[src/rtl/swk_pkg.sv]
package swk_pkg;
  typedef enum logic [1:0] {
    RES_CONT  = 2'd0,
    RES_VEC   = 2'd1,
    RES_RESET = 2'd2
  } resume_e;

  typedef enum logic {
    ST_RUN  = 1'b0,
    ST_DOZE = 1'b1
  } pwr_state_e;
endpackage

[src/rtl/swk_rst_sync.sv]
module swk_rst_sync #(
  parameter int unsigned STAGES = 2
) (
  input  logic clk,
  input  logic arst_n,
  output logic srst_n
);
  logic [STAGES-1:0] chain_q;

  // asserts at once, releases after STAGES edges
  always_ff @(posedge clk or negedge arst_n) begin
    if (!arst_n) chain_q <= '0;
    else         chain_q <= {chain_q[STAGES-2:0], 1'b1};
  end

  assign srst_n = chain_q[STAGES-1];
endmodule

[src/rtl/swk_sync.sv]
module swk_sync #(
  parameter int unsigned W      = 6,
  parameter int unsigned STAGES = 2
) (
  input  logic         clk,
  input  logic         rst_n,
  input  logic [W-1:0] d,
  output logic [W-1:0] q
);
  logic [STAGES-1:0][W-1:0] st_q;

  generate
    if (STAGES == 1) begin : g_single
      always_ff @(posedge clk or negedge rst_n) begin
        if (!rst_n) st_q <= '0;
        else        st_q <= d;
      end
    end else begin : g_chain
      always_ff @(posedge clk or negedge rst_n) begin
        if (!rst_n) st_q <= '0;
        else        st_q <= {st_q[STAGES-2:0], d};
      end
    end
  endgenerate

  assign q = st_q[STAGES-1];
endmodule

[src/rtl/swk_wake_eval.sv]
module swk_wake_eval #(
  parameter int unsigned IRQ_N = 4
) (
  input  logic [IRQ_N-1:0] irq_flag,
  input  logic [IRQ_N-1:0] irq_flag_s,
  input  logic [IRQ_N-1:0] irq_en,
  input  logic             rst_s,
  input  logic             wdt_s,
  output logic             pend_now,
  output logic             wake_rst,
  output logic             wake_wdt,
  output logic             wake_irq,
  output logic             wake_any
);
  logic [IRQ_N-1:0] qual_now;
  logic [IRQ_N-1:0] qual_sync;

  genvar g;
  generate
    for (g = 0; g < IRQ_N; g++) begin : g_src
      assign qual_now[g]  = irq_flag[g]   & irq_en[g];
      assign qual_sync[g] = irq_flag_s[g] & irq_en[g];
    end
  endgenerate

  assign pend_now = |qual_now;
  assign wake_rst = rst_s;
  assign wake_wdt = wdt_s;
  assign wake_irq = |qual_sync;
  assign wake_any = wake_rst | wake_wdt | wake_irq;
endmodule

[src/rtl/sleep_wake_ctrl.sv]
module sleep_wake_ctrl
  import swk_pkg::*;
#(
  parameter int unsigned IRQ_N       = 4,
  parameter int unsigned SYNC_STAGES = 2,
  parameter int unsigned RST_STAGES  = 2
) (
  input  logic             clk,
  input  logic             rst_n,
  input  logic             sleep_stb,
  input  logic             instr_retire,
  input  logic             gie,
  input  logic [IRQ_N-1:0] irq_flag,
  input  logic [IRQ_N-1:0] irq_en,
  input  logic             wdt_timeout,
  input  logic             ext_rst_req,
  output logic             core_clk_en,
  output logic             wdt_clr,
  output logic             pd_bit,
  output logic             to_bit,
  output logic             resume_stb,
  output logic [1:0]       resume_act,
  output logic             vec_pending
);
  localparam int unsigned SW = IRQ_N + 2;

  logic          srst_n;
  logic [SW-1:0] async_in, sync_out;
  logic [IRQ_N-1:0] irq_flag_s;
  logic          rst_s, wdt_s;
  logic          pend_now, wake_rst, wake_wdt, wake_irq, wake_any;

  pwr_state_e state_q, state_d;
  logic       pd_q, pd_d, to_q, to_d, clk_en_q, clk_en_d;
  logic       wclr_q, wclr_d, rstb_q, rstb_d, vec_q, vec_d;
  resume_e    act_q, act_d;
  logic       upd_en;

  swk_rst_sync #(.STAGES(RST_STAGES)) u_rst_sync (
    .clk(clk), .arst_n(rst_n), .srst_n(srst_n)
  );

  assign async_in = {ext_rst_req, wdt_timeout, irq_flag};

  swk_sync #(.W(SW), .STAGES(SYNC_STAGES)) u_sync (
    .clk(clk), .rst_n(srst_n), .d(async_in), .q(sync_out)
  );

  assign rst_s      = sync_out[SW-1];
  assign wdt_s      = sync_out[SW-2];
  assign irq_flag_s = sync_out[IRQ_N-1:0];

  swk_wake_eval #(.IRQ_N(IRQ_N)) u_eval (
    .irq_flag(irq_flag), .irq_flag_s(irq_flag_s), .irq_en(irq_en),
    .rst_s(rst_s), .wdt_s(wdt_s),
    .pend_now(pend_now), .wake_rst(wake_rst), .wake_wdt(wake_wdt),
    .wake_irq(wake_irq), .wake_any(wake_any)
  );

  // next-state logic
  always_comb begin
    state_d  = state_q;
    pd_d     = pd_q;
    to_d     = to_q;
    clk_en_d = clk_en_q;
    act_d    = act_q;
    vec_d    = vec_q;
    wclr_d   = 1'b0;
    rstb_d   = 1'b0;
    unique case (state_q)
      ST_RUN: begin
        if (instr_retire) vec_d = 1'b0;
        if (sleep_stb && !pend_now) begin
          state_d  = ST_DOZE;
          pd_d     = 1'b0;
          to_d     = 1'b1;
          clk_en_d = 1'b0;
          wclr_d   = 1'b1;
        end
      end
      ST_DOZE: begin
        if (wake_any) begin
          state_d  = ST_RUN;
          clk_en_d = 1'b1;
          rstb_d   = 1'b1;
          if (wake_rst) begin
            act_d = RES_RESET;
            vec_d = 1'b0;
          end else begin
            if (wake_wdt) to_d = 1'b0;
            if (wake_irq && gie) begin
              act_d = RES_VEC;
              vec_d = 1'b1;
            end else begin
              act_d = RES_CONT;
              vec_d = 1'b0;
            end
          end
        end
      end
      default: state_d = ST_RUN;
    endcase
  end

  // pulse registers always update; held state only when something changes
  assign upd_en = (state_q == ST_RUN) ? (sleep_stb | instr_retire) : wake_any;

  always_ff @(posedge clk or negedge srst_n) begin
    if (!srst_n) begin
      wclr_q <= 1'b0;
      rstb_q <= 1'b0;
    end else begin
      wclr_q <= wclr_d;
      rstb_q <= rstb_d;
    end
  end

  always_ff @(posedge clk or negedge srst_n) begin
    if (!srst_n) begin
      state_q  <= ST_RUN;
      pd_q     <= 1'b1;
      to_q     <= 1'b1;
      clk_en_q <= 1'b1;
      act_q    <= RES_CONT;
      vec_q    <= 1'b0;
    end else if (upd_en) begin
      state_q  <= state_d;
      pd_q     <= pd_d;
      to_q     <= to_d;
      clk_en_q <= clk_en_d;
      act_q    <= act_d;
      vec_q    <= vec_d;
    end
  end

  assign core_clk_en = clk_en_q;
  assign wdt_clr     = wclr_q;
  assign pd_bit      = pd_q;
  assign to_bit      = to_q;
  assign resume_stb  = rstb_q;
  assign resume_act  = act_q;
  assign vec_pending = vec_q;

  // executed sleep side effects
  a_r2_sleep_effects: assert property (@(posedge clk) disable iff (!srst_n)
    (state_q == ST_RUN && sleep_stb && !pend_now) |=>
      (!pd_bit && to_bit && !core_clk_en && wdt_clr));

  // no-op sleep leaves status untouched
  a_r3_noop_sleep: assert property (@(posedge clk) disable iff (!srst_n)
    (state_q == ST_RUN && sleep_stb && pend_now) |=>
      ($stable(pd_bit) && $stable(to_bit) && core_clk_en && !wdt_clr));

  // watchdog wake clears the time-out bit
  a_r5_wdt_clears_to: assert property (@(posedge clk) disable iff (!srst_n)
    (state_q == ST_DOZE && wake_wdt && !wake_rst) |=> !to_bit);

  // reset wake never leaves a vector pending
  a_r6_reset_no_vec: assert property (@(posedge clk) disable iff (!srst_n)
    (resume_stb && resume_act == RES_RESET) |-> !vec_pending);

  // retire drops vector pending
  a_r8_vec_release: assert property (@(posedge clk) disable iff (!srst_n)
    (state_q == ST_RUN && vec_pending && instr_retire) |=> !vec_pending);

  // resume strobe is one cycle and comes with the clock on
  a_r9_resume_pulse: assert property (@(posedge clk) disable iff (!srst_n)
    resume_stb |=> !resume_stb);
  a_r9_resume_clk: assert property (@(posedge clk) disable iff (!srst_n)
    resume_stb |-> core_clk_en);
endmodule

[config.mk]
export PLATFORM = sky130hd
export DESIGN_NAME = sleep_wake_ctrl
export DESIGN_NICKNAME = d
export VERILOG_FILES = /design/src/rtl/swk_pkg.sv /design/src/rtl/swk_rst_sync.sv /design/src/rtl/swk_sync.sv /design/src/rtl/swk_wake_eval.sv /design/src/rtl/sleep_wake_ctrl.sv
export SDC_FILE = /design/constraint.sdc
export NUM_CORES = 1
export LEC_CHECK = 0
export ABC_AREA = 1
export BUFFER_PORTS_ARGS = -buffer_cell sky130_fd_sc_hd__buf_2
export CAP_MARGIN = 10
export CORE_UTILIZATION = 43
export CTS_CLUSTER_SIZE = 25
export DETAILED_ROUTE_END_ITERATION = 7
export GPL_TIMING_DRIVEN = 0
export PLACE_DENSITY = 0.71
export SYNTH_ARGS = -nofsm -noshare
export SYNTH_HDL_FRONTEND = slang
export SYNTH_SLANG_ARGS = --single-unit
[constraint.sdc]
create_clock -name clk -period 0.8 [get_ports clk]
set_input_delay 0.04 -clock clk [delete_from_list [all_inputs] [get_ports clk]]
set_output_delay 0.04 -clock clk [all_outputs]
set_load 0.01 [all_outputs]
==> impl_metrics.json <==
{
  "synthXorXnorAreaFrac_pct": 0,
  "seq_power_share_pct": 60.9,
  "diodes": 0,
  "p_leak_nw": 0.5711,
  "crit_type": "reg -> out",
  "synth_area_um2": 767.0,
  "timing.final.crit_share_pct": 124.7,
  "grt_pass1_wl_um": 2173,
  "cp-end-kind": "primary output",
  "fin_ws_ns": -0.1980,
  "synth_cell_type_count": 14,
  "yosys.area_share.simple_pct": 17.62,
  "pwr-share-clk_pct": 23.1,
  "final_area_um2": 1080,
  "clock_skew_ns": 0.001499,
  "synth.yosys.seq_area_share_pct": 75.53,
  "regArea_um2": 580.6,
  "finalSetupTns_ns": -2.089,
  "netSwitchingFraction_pct": 24.12,
  "crit_family": "flip-flops",
  "ys_ff_latch": 23,
  "io_pins": 23,
  "drtAntennaViolNets": 0,
  "peakVddDrop_uv": 1420,
  "hold_path_class": "in -> reg",
  "cts_tree": "done",
  "drtIter0Drc": 9,
  "start_util_pct": 48.65,
  "synthTopCellsByArea": "dfrtp_1, nand2_1, dfstp_2, nor3_4, inv_1",
  "violations": "DRC, hold timing, setup timing",
  "fmax_mhz": 1002,
  "pwr-share-comb_pct": 16.0,
  "hpwl_um": 861.9,
  "outcome": "finished, violations left",
  "grt_pass1_vias": 553,
  "synth.mux.area_fraction_pct": 0,
  "clock-root-buffer": "clkbuf_4",
  "cts.sinks": 23,
  "netlist_instances": 64,
  "syn-num-nets": 79,
  "internal_power_mw": 1.658,
  "yosysTopAreaCell": "dfrtp_1",
  "drive_gt1_share_pct": 43.27,
  "finalHoldViolations": 1,
  "nNetsFinal": 120,
  "clock_path_buffers": 2,
  "avgSynthCellArea_um2": 11.98,
  "num_vias": 551,
  "antenna_found_initial": 0,
  "start_kind": "register",
  "synth_top_family_by_area": "simple AND/OR/NAND/NOR gates",
  "dieArea_um2": 1957,
  "slowest_stage": "dfstp_2",
  "place.port_buffers": 22,
  "drcViolationCount": 1,
  "multiInputGateArea_um2": 175.2,
  "grt_usage_pct": 15.90,
  "cts.htree.levels": 1,
  "critPathArrivalTime_ns": 0.96,
  "yosysTopAreaCellShare_pct": 65.25,
  "required_ns": 0.76,
  "maxCapViolCount": 0,
  "max_stage_delay_ns": 0.56,
  "wl_um": 1274,
  "utilization_pct": 68.49,
  "syn_to_final_growth_pct": 40.78,
  "holdBufCountCts": 8,
  "vias_per_cell": 4.592,
  "fp.dieW_um": 44.24,
  "p_per_area_nw_per_um2": 2023,
  "grt_max_degree": 22,
  "cts_buffers": 3,
  "synth_compound_area_share_pct": 3.426,
  "cp_max_fo": 2,
  "p_switching_mw": 0.5268,
  "path_buf_inv": 1,
  "clk_pin_slew_ns": 0.12,
  "yosys_warnings": 0,
  "dp_slack_ns": -0.1945,
  "min_period_ns": 0.9980,
  "fillers": 126,
  "crit_path_cell_trace": "buf_6",
  "gp_congestion": 0.7254,
  "drv_slew": 0,
  "clk_latency_ns": 0.30,
  "die_h_um": 44.24,
  "synth_fa_ha_area_share_pct": 0,
  "coreArea_um2": 1577,
  "postPlaceCellArea_um2": 897.1,
  "drt_first_pass_iters": 8,
  "rows": 14,
  "setup_viol": 17,
  "fin_hold_ws_ns": -0.006918,
  "wl_per_cell_um": 10.62,
  "grt_overflow": 0,
  "rsz0062_at_grt": "yes"
}
==> cell families (layout without fill, tap and decap cells) <==
family | after synthesis | count (layout)
AND/OR/NAND/NOR | 30 | 30
AO/OA/AOI/OAI | 4 | 4
other | 1 | 1
buffers and inverters | 6 | 46
flip-flops | 23 | 23
==> stage by stage <==
| step | instances | power, mW |
|---|---|---|
| after floorplan | 64 | 1.460 |
| after global placement | 102 | 1.564 |
| after detailed placement | 102 | 1.578 |
| after CTS | 119 | 2.209 |
| after global routing | 120 | 2.301 |
| final | 120 | 2.185 |
==> path summary, 6_finish.rpt <==
path | start | end | slack, ns | depth (start not counted)
hold / removal | sleep_stb | wdt_clr | -0.007 | 3
max in group asynchronous | u_rst_sync.chain_q[1] | pd_bit | 0.25 | 0
min in group asynchronous | rst_n | u_rst_sync.chain_q[1] | 0.03 | 2
setup / recovery | to_bit | to_bit | -0.20 | 1
setup reg to reg | u_sync.q[1] | resume_act[0] | -0.18 | 7
hold reg to reg | u_rst_sync.chain_q[1] | u_sync.st_q[5] | 0.21 | 0
==> per-layer routing <==
layer  vias to the layer above  track usage [%]  routed length, µm
li1                        271                -                  -
met1                       258            18.06                529
met2                        20            28.24                689
met3                         2            2.449                 52
met4                         0            9.091                  4
met5                         -                0                  0
==> worst min-delay path, cell delays in order <==
cell     delay [ns]
buf_2          0.10
nand3_2        0.08
nor3_4         0.05
==> repair_timing <==
action / CTS / global route
pin swaps: 3 / 2
setup buffers: 5 / 1
setup endpoints to repair: 38 / 17
hold endpoints to repair: 10 / 1
resized for setup: 8 / 1
==> placed cells by master (no fill, tap or decap), drive strengths merged <==
master       Yosys  layout
buf              0      28
nand3            1       1
dfrtp           20      20
nor2             4       4
a21boi           1       1
conb             1       1
inv              6       6
dlygate4sd3      0       8
nor3             1       1
nand2           23      23
nor3b            1       1
dfstp            3       3
clkinv           0       1
clkbuf           0       3
o21ai            3       3
==> state kept, by name, indices dropped and copies added (netlist names) <==
name / cells
u_sync.st_q: 6
resume_act: 2
wdt_clr: 1
to_bit: 1
vec_pending: 1
resume_stb: 1
u_rst_sync.chain_q: 2
pd_bit: 1
state_q: 1
core_clk_en: 1
u_sync.q: 6
==> layout make-up <==
cell class | count | share of cell area [%]
clock buffer | 3 | 2.086
sequential | 23 | 53.77
inverter | 6 | 2.086
clock inverter | 1 | 0.4635
timing repair buffer | 36 | 23.52
tap | 16 | 1.854
multi-input combinational | 35 | 16.22
==> power groups by stage <==
stage	logic [mW]	clock network, mW	registers [mW]
finish	0.349	0.505	1.33
global route	0.380	0.572	1.35
CTS	0.336	0.538	1.33
detailed placement	0.225	0	1.35
global placement	0.220	0	1.34
floorplan	0.0898	0	1.37
==> Yosys cell counts <==
cell      count
o21ai_1       1
dfstp_2       3
nor3_4        1
inv_1         4
dfrtp_1      20
o21ai_0       1
nand3_2       1
nor2_1        4
inv_2         2
nor3b_1       1
nand2_1      23
a21boi_0      1
conb_1        1
o21ai_2       1
Power figures use the tool's default switching activity.
